===== config.mk =====
export PLATFORM = sky130hd
export DESIGN_NAME = i2c_eeprom_slave
export DESIGN_NICKNAME = d
export VERILOG_FILES = /design/src/rtl/i2c_eeprom_slave.sv
export SDC_FILE = /design/constraint.sdc
export NUM_CORES = 2
export LEC_CHECK = 0
export CAP_MARGIN = 20
export CORE_MARGIN = 3
export CORE_UTILIZATION = 40
export DETAILED_ROUTE_END_ITERATION = 12
export PLACE_DENSITY_LB_ADDON = 0.05
export SLEW_MARGIN = 20
export SYNTH_ARGS = -nofsm -noshare
export SYNTH_HDL_FRONTEND = slang
export SYNTH_SLANG_ARGS = --single-unit

===== constraint.sdc =====
create_clock -name clk -period 4.6 [get_ports clk]
set_input_delay 0.46 -clock clk [delete_from_list [all_inputs] [get_ports clk]]
set_output_delay 0.46 -clock clk [all_outputs]
set_load 0.01 [all_outputs]

===== src/rtl/i2c_eeprom_slave.sv =====
module i2c_eeprom_slave #(
  parameter int         PTR_W    = 14,
  parameter int         STORE_AW = 8,
  parameter logic [3:0] DEV_TYPE = 4'b1010
) (
  input  logic       clk,
  input  logic       rst_n,
  input  logic       scl_i,
  input  logic       sda_i,
  input  logic [2:0] strap_i,
  output logic       sda_oe
);
  localparam int DEPTH = 1 << STORE_AW;
  localparam int HI_W  = PTR_W - 8;

  typedef enum logic [2:0] {IDLE, CTRL, AHI, ALO, WDAT, RDAT} state_t;

  logic [2:0] scl_s, sda_s;
  always_ff @(posedge clk or negedge rst_n)
    if (!rst_n) begin
      scl_s <= '1;
      sda_s <= '1;
    end else begin
      scl_s <= {scl_s[1:0], scl_i};
      sda_s <= {sda_s[1:0], sda_i};
    end

  logic scl_rise, scl_fall, scl_hi, start_det, stop_det;
  assign scl_rise  = scl_s[1] & ~scl_s[2];
  assign scl_fall  = ~scl_s[1] & scl_s[2];
  assign scl_hi    = scl_s[1] & scl_s[2];
  assign start_det = scl_hi & sda_s[2] & ~sda_s[1];
  assign stop_det  = scl_hi & ~sda_s[2] & sda_s[1];

  state_t             st;
  logic [3:0]         bitcnt;
  logic [7:0]         sr;
  logic [HI_W-1:0]    hi_q;
  logic [PTR_W-1:0]   ptr;
  logic               is_rd, acked, mack;
  logic [7:0]         mem [DEPTH];

  logic [7:0] rd_byte;
  logic       ctrl_match, live, fall8, fall9, rd_load, wr_stb, ptr_inc;
  assign rd_byte    = mem[ptr[STORE_AW-1:0]];
  assign ctrl_match = (sr[7:1] == {DEV_TYPE, strap_i});
  assign live       = (st != IDLE) && !start_det && !stop_det;
  assign fall8      = live && scl_fall && (bitcnt == 4'd8);
  assign fall9      = live && scl_fall && (bitcnt == 4'd9);
  assign rd_load    = fall9 && ((st == CTRL && acked && is_rd) || (st == RDAT && mack));
  assign wr_stb     = fall8 && (st == WDAT);
  assign ptr_inc    = rd_load || wr_stb;

  always_ff @(posedge clk)
    if (wr_stb) mem[ptr[STORE_AW-1:0]] <= sr;

  always_ff @(posedge clk or negedge rst_n)
    if (!rst_n) begin
      st     <= IDLE;
      bitcnt <= '0;
      sr     <= '0;
      hi_q   <= '0;
      ptr    <= '0;
      is_rd  <= 1'b0;
      acked  <= 1'b0;
      mack   <= 1'b0;
      sda_oe <= 1'b0;
    end else if (start_det) begin
      st     <= CTRL;
      bitcnt <= '0;
      sda_oe <= 1'b0;
    end else if (stop_det) begin
      st     <= IDLE;
      sda_oe <= 1'b0;
    end else if (st != IDLE) begin
      if (ptr_inc) ptr <= ptr + 1'b1;
      if (scl_rise) begin
        if (bitcnt < 4'd8) sr <= {sr[6:0], sda_s[1]};
        else mack <= ~sda_s[1];
        bitcnt <= bitcnt + 1'b1;
      end
      if (fall8) begin
        case (st)
          CTRL: begin
            sda_oe <= ctrl_match;
            acked  <= ctrl_match;
            is_rd  <= sr[0];
          end
          AHI:  begin sda_oe <= 1'b1; hi_q <= sr[HI_W-1:0]; end
          ALO:  begin sda_oe <= 1'b1; ptr <= {hi_q, sr}; end
          WDAT: sda_oe <= 1'b1;
          default: sda_oe <= 1'b0;
        endcase
      end else if (fall9) begin
        bitcnt <= '0;
        sda_oe <= 1'b0;
        if (rd_load) begin
          st     <= RDAT;
          sr     <= rd_byte;
          sda_oe <= ~rd_byte[7];
        end else begin
          case (st)
            CTRL:    st <= acked ? AHI : IDLE;
            AHI:     st <= ALO;
            ALO:     st <= WDAT;
            WDAT:    st <= WDAT;
            default: st <= IDLE;
          endcase
        end
      end else if (scl_fall && st == RDAT) begin
        sda_oe <= ~sr[7];
      end
    end
endmodule


# [Word-level counts from Yosys, hierarchy flattened]
# Memories as Yosys holds them, arrays and structs flattened.
# Cells that the tools add are included.
[totals] regBits=45 mem_bits_rw=2048 input_bits=7 mem_count=1
[mem_list] memory="mem" words=256 word_bits=8 rd=1 rd_clocked_by_memory_dff=0 wr=1 line_no="41" source="logic [7:0] mem [DEPTH];"
[op_classes] addsub=2 order_cmp=1 eq_ne=10 n_mux=32 bitwise=16 reduce_logical=29
[ops] operator="2-to-1 mux 14 bit" count=3
[ops] operator="2-to-1 mux 8 bit" count=5
[ops] operator="2-to-1 mux 4 bit" count=6
[ops] operator="2-to-1 mux 3 bit" count=6
[ops] operator="AND reduction 5 bit" count=3
[ops] operator="adder 14 x 1 -> 14 bit (second input constant)" count=1
[ops] operator="logical AND 1 bit" count=11
[ops] operator="2-to-1 mux 1 bit" count=9
[ops] operator="NOT 1 bit" count=9
[ops] operator="one-hot mux 3 bit (3 select lines)" count=1
[ops] operator="nonzero test 3 bit" count=3
[ops] operator="equality test 4 bit (second input constant)" count=2
[ops] operator="AND 1 bit" count=7
[ops] operator="equality test 7 bit" count=1
[ops] operator="equality test 3 x 2 -> 1 bit (second input constant)" count=2
[ops] operator="equality test 3 bit (second input constant)" count=2
[ops] operator="AND reduction 3 bit" count=2
[ops] operator="nonzero test 5 bit" count=1
[ops] operator="adder 4 x 1 -> 4 bit (second input constant)" count=1
[ops] operator="less-than comparator 4 bit (second input constant)" count=1
[ops] operator="AND reduction 2 bit" count=2
[ops] operator="equality test 3 x 1 -> 1 bit (second input constant)" count=1
[ops] operator="inequality test 3 bit (second input constant)" count=1
[ops] operator="OR reduction 3 bit" count=1
[ops] operator="other kinds (7)" count=9

# [Longest topological paths before layout]
[depth] depth_word=15 mapped_depth=14 depth_no_buf=8

# [Worst setup path after synthesis]
# OpenSTA, ideal clock, no wires.
[synth_timing] path_kind="register to register" start="reg sr[2]" end="reg sda_oe" setup_time_ns=0.077 arrival_time_ns=4.358 t_required_ns=4.523 setup_slack_ns=0.164 path_stages_with_launch=8 n_path_buf=0 synth_period_minus_slack_ns=4.436 path_cell_list="dfrtp_1 -> xnor2_1 -> nand4_1 -> nor3_1 -> nor2_1 -> o221ai_1 -> a21oi_1 -> a21oi_1"
[synth_via] elab_chain_len=6
[synth_lines] item="from (decl)" line_no="37" source="logic [7:0] sr;"
[synth_lines] item="from (signal assigned)" line_no="78" source="if (bitcnt < 4'd8) sr <= {sr[6:0], sda_s[1]};"
[synth_lines] item="from (signal assigned)" line_no="99" source="sr <= rd_byte;"
[synth_lines] item="equality test 7 bit" line_no="46" source="assign ctrl_match = (sr[7:1] == {DEV_TYPE, strap_i});"
[synth_lines] item="one-hot mux 1 bit (2 select lines)" line_no="83" source="case (st)"
[synth_lines] item="2-to-1 mux 1 bit" line_no="82" source="if (fall8) begin"
[synth_lines] item="2-to-1 mux 1 bit" line_no="75" source="end else if (st != IDLE) begin"
[synth_lines] item="2-to-1 mux 1 bit" line_no="72" source="end else if (stop_det) begin"
[synth_lines] item="2-to-1 mux 1 bit" line_no="68" source="end else if (start_det) begin"
[synth_lines] item="to (signal assigned)" line_no="85" source="sda_oe <= ctrl_match;"
[synth_lines] item="to (signal assigned)" line_no="100" source="sda_oe <= ~rd_byte[7];"
[synth_lines] item="to (signal assigned)" line_no="111" source="sda_oe <= ~sr[7];"
[synth_lines] item="to (decl)" line_no="11" source="output logic sda_oe"
# Every way passes these cells. The select of a mux whose other input is x is not followed.
# A chain may end at the register's enable or synchronous reset.

# [Worst setup path in the final report]
[layout_timing] start="reg ptr[0]" end="reg sr[4]"
[layout_via] elab_chain_len=4
[layout_lines] item="from (decl)" line_no="39" source="logic [PTR_W-1:0] ptr;"
[layout_lines] item="from (signal assigned)" line_no="76" source="if (ptr_inc) ptr <= ptr + 1'b1;"
[layout_lines] item="memory read (256 x 8 bit)"
[layout_lines] item="2-to-1 mux 8 bit" line_no="97" source="if (rd_load) begin"
[layout_lines] item="2-to-1 mux 8 bit" line_no="94" source="end else if (fall9) begin"
[layout_lines] item="2-to-1 mux 8 bit" line_no="82"
# Every way passes these cells.

==> impl_metrics.yaml <==
status:
  status: "finished clean"
final_layout:
  drive_gt1_share_pct: 28.59
  final_nets: 4337
  fillers: 16733
  multiInputGateArea_um2: 17940
  area_growth_pct: 16.08
  seqCellArea_um2: 62380
  utilization_pct: 47.00
place:
  port_buffers: 7
  pre_cts_ws_ns: 0.1028
  dp_hpwl_um: 164900
  gp_congestion: 0.8865
clock_network:
  cts_root_buf: "clkbuf_16"
  cts_buffers: 220
  clock_path_buffers: 3
  cts-resized-gates: 0
  cts.htree.levels: 4
  post-cts-setup-buffer-count: 0
  path_clk_slew_ns: 0.06
  cts_hold_buf: 2
  clkLatencyLatePin_ns: 0.85
  cts_tree: "yes"
  clock-sinks: 2081
synthesis:
  synth_area_um2: 81330
  yosysSeqAreaShare_pct: 76.64
  netlist_top_cells_count: "2,048 x edfxtp_1, 492 x mux4_2, 304 x nor2_1"
  syn_area_per_cell_um2: 20.87
  yosys_warnings: 0
  yosysUniqueCellTypes: 70
  yosysTopAreaCell: "edfxtp_1"
  async_reset_ff_share_pct: 1.586
  synth_most_common_cell: "edfxtp_1"
  synthesis.nets: 3912
  synthCells: 3898
  synth_seq_cells: 2081
  synth_top_cell_area_share_pct: 75.61
  synth_flop_cell: "edfxtp_1"
  synth_edf_count: 2048
  synth.area.top_cells: "edfxtp_1 76%, mux4_2 14%, mux2i_1 1.8%, nor2_1 1.4%, dfrtp_1 0.83%"
global_route:
  grt_max_degree: 199
  grt_pass1_wl_um: 355500
  antenna_found_initial: 13
  grt_overflow: 0
  grt_use_total_pct: 24.53
  grt_pass1_vias: 42189
setup_path:
  required_ns: 5.32
  start_kind: "flip-flop"
  cpMostUsedCell: "buf_4"
  cpPeakStageDelay_ns: 0.80
  path_max_fanout: 25
  critical_path_class: "flip-flop to flip-flop"
  slowest_stage: "dfrtp_4"
  worstSetupEndpointType: "flip-flop"
  worstPathArrival_ns: 5.14
  regToRegSetupSlack_ns: 0.19
  crit_chain: "buf_12 -> buf_4 -> buf_4 -> mux4_2 -> mux2i_1 -> buf_4 -> o32ai_1 -> a311oi_1 -> nand4_1 -> nor4_1 -> nor2_1"
floorplan:
  die_y_um: 456.9
  start_util_pct: 40.49
  io_pins: 8
  rows: 164
  dieArea_um2: 208800
  die_w_um: 456.9
  fp.coreArea_um2: 200900
timing:
  rsz0062_at_grt: "false"
  final_hold_viol_count: 0
  min_period_over_period_pct: 95.96
  setup_slack_ns: 0.1859
  slew_violations: 0
  slew-limit-headroom_pct: 21.48
  setup_viol: 0
  post-route-min-period_ns: 4.414
  max_freq_ghz: 0.2265
  tightestPinTransition_ns: 1.173
  tns_ns: 0
  finClkSkew_ns: 0.03936
drt:
  drt-met1-wl_um: 112400
  drc: 0
  top_layer: "met5"
  viasPerCell: 5.846
  firstDrtPassIters: 6
  wl_per_cell_um: 35.88
  wl_um: 257200
  drt-initial-drc-count: 5275
  vias: 41907
  ant_nets: 0
  wl_met3_um: 17400
  dr_wl_met2_um: 119000
pwr:
  p_leak_nw: 29.12
  ir_drop_v: 0.0005828
  power_density_nw_per_um2: 464.9
job:
  cap_violations: 0
worst_hold_path:
  min_path_type: "input pin to flip-flop"
[worst paths after layout]
check,start,endpoint,cells after the start
max,ptr[0]$_DFFE_PN0P_,sr[4]$_DFFE_PN0P_,11
min,scl_i,scl_s[0]$_DFF_PN1_,1
max reg2reg,ptr[0]$_DFFE_PN0P_,sr[4]$_DFFE_PN0P_,11
min reg2reg,scl_s[0]$_DFF_PN1_,scl_s[1]$_DFF_PN1_,0
max in group asynchronous,rst_n,sr[7]$_DFFE_PN0P_,2
min in group asynchronous,rst_n,sr[2]$_DFFE_PN0P_,2
[worst max-delay path: cells and delay by family, from the launching register on]
kind / cells / cell delay, ns
multiplexers: 2 / 1.17
flip-flops: 1 / 0.80
buffers and inverters: 4 / 0.89
AO/OA/AOI/OAI: 2 / 0.74
AND/OR/NAND/NOR: 3 / 0.63
[placed cells by master (no fill, tap or decap), types with 7 or more instances in the layout]
cell       netlist  final
and4_1           7      7
clkbuf_16        0    225
a221oi_1        13     13
a211oi_1         8      8
a22oi_1         81     81
inv_1           13     10
mux4_2         492    492
clkbuf_1       129     63
o21ai_0         34     34
nor4_1          12     10
clkinv_1         0     52
bufinv_16        0     14
nor2b_1         14     10
nand3_1         78     62
o32ai_1          7      7
a31oi_1         11     11
dfrtp_4          0     12
dfrtp_1         27     13
a22o_1          23     23
edfxtp_1      2048   2048
nand2b_1         8      8
nand3_2          0     16
a21oi_1         47     47
nand4_1         15     15
buf_4           36    404
buf_12           1     31
a311oi_1         7      7
ha_1             7      7
nor2_1         304    299
o211ai_1         9      9
nand2_1         92     92
o22ai_1         26     26
mux2i_1        143    143
and3_1           9      9
clkinv_2         0     33
nor3_1          13     12
[layout make-up]
| class | instances | area share, % |
|---|---|---|
| clock buffer | 294 | 6.302 |
| sequential | 2081 | 66.07 |
| multi-input combinational | 1562 | 19.01 |
| tap | 2656 | 3.520 |
| inverter | 13 | 0.05699 |
| clock inverter | 113 | 1.044 |
| timing repair buffer | 445 | 3.989 |
| antenna | 4 | 0.01060 |
[metal layers]
metal | up-vias | global-route usage, %
li1 | 17150 | -
met1 | 22776 | 35.83
met2 | 1614 | 37.74
met3 | 363 | 4.342
met4 | 4 | 7.515
met5 | - | 0
[cells by family (layout without fill, tap and decap cells)]
kind of cell	count (synthesis)	in the layout	share of synthesized area, %
flip-flops	2081	2081	76.64
adder cells (fa/ha/maj)	7	7	0.1077
multiplexers	644	644	15.58
XOR/XNOR	6	6	0.06461
AO/OA/AOI/OAI	309	309	2.684
AND/OR/NAND/NOR	596	596	3.351
buffers and inverters	255	865	1.572
other	0	4	0
[stage by stage]
stage	cells	power, mW	hold WS, ns	instance area, um2
floorplan	3898	25.66	0.1644	81330
global placement	6754	27.02	0.3761	87410
detailed placement	6754	27.12	0.3656	87420
CTS	7163	44.31	0.01793	94380
global route	7165	45.27	0.03829	94410
finish	7168	43.89	0.08262	94410
[flip-flops by register name, indices dropped and copies added (netlist names)]
name,cells
st,3
sda_oe,1
sda_s,3
mack,1
acked,1
scl_s,3
ptr,8
sr,8
bitcnt,4
is_rd,1
mem,2048
[power breakdown]
part / switching (mW) / total (mW) / internal [mW]
clock: 7.41 / 17.2 / 9.84
sequential: 0.635 / 24.0 / 23.4
combinational: 2.38 / 2.61 / 0.230
(Power assumes the default switching activity.)
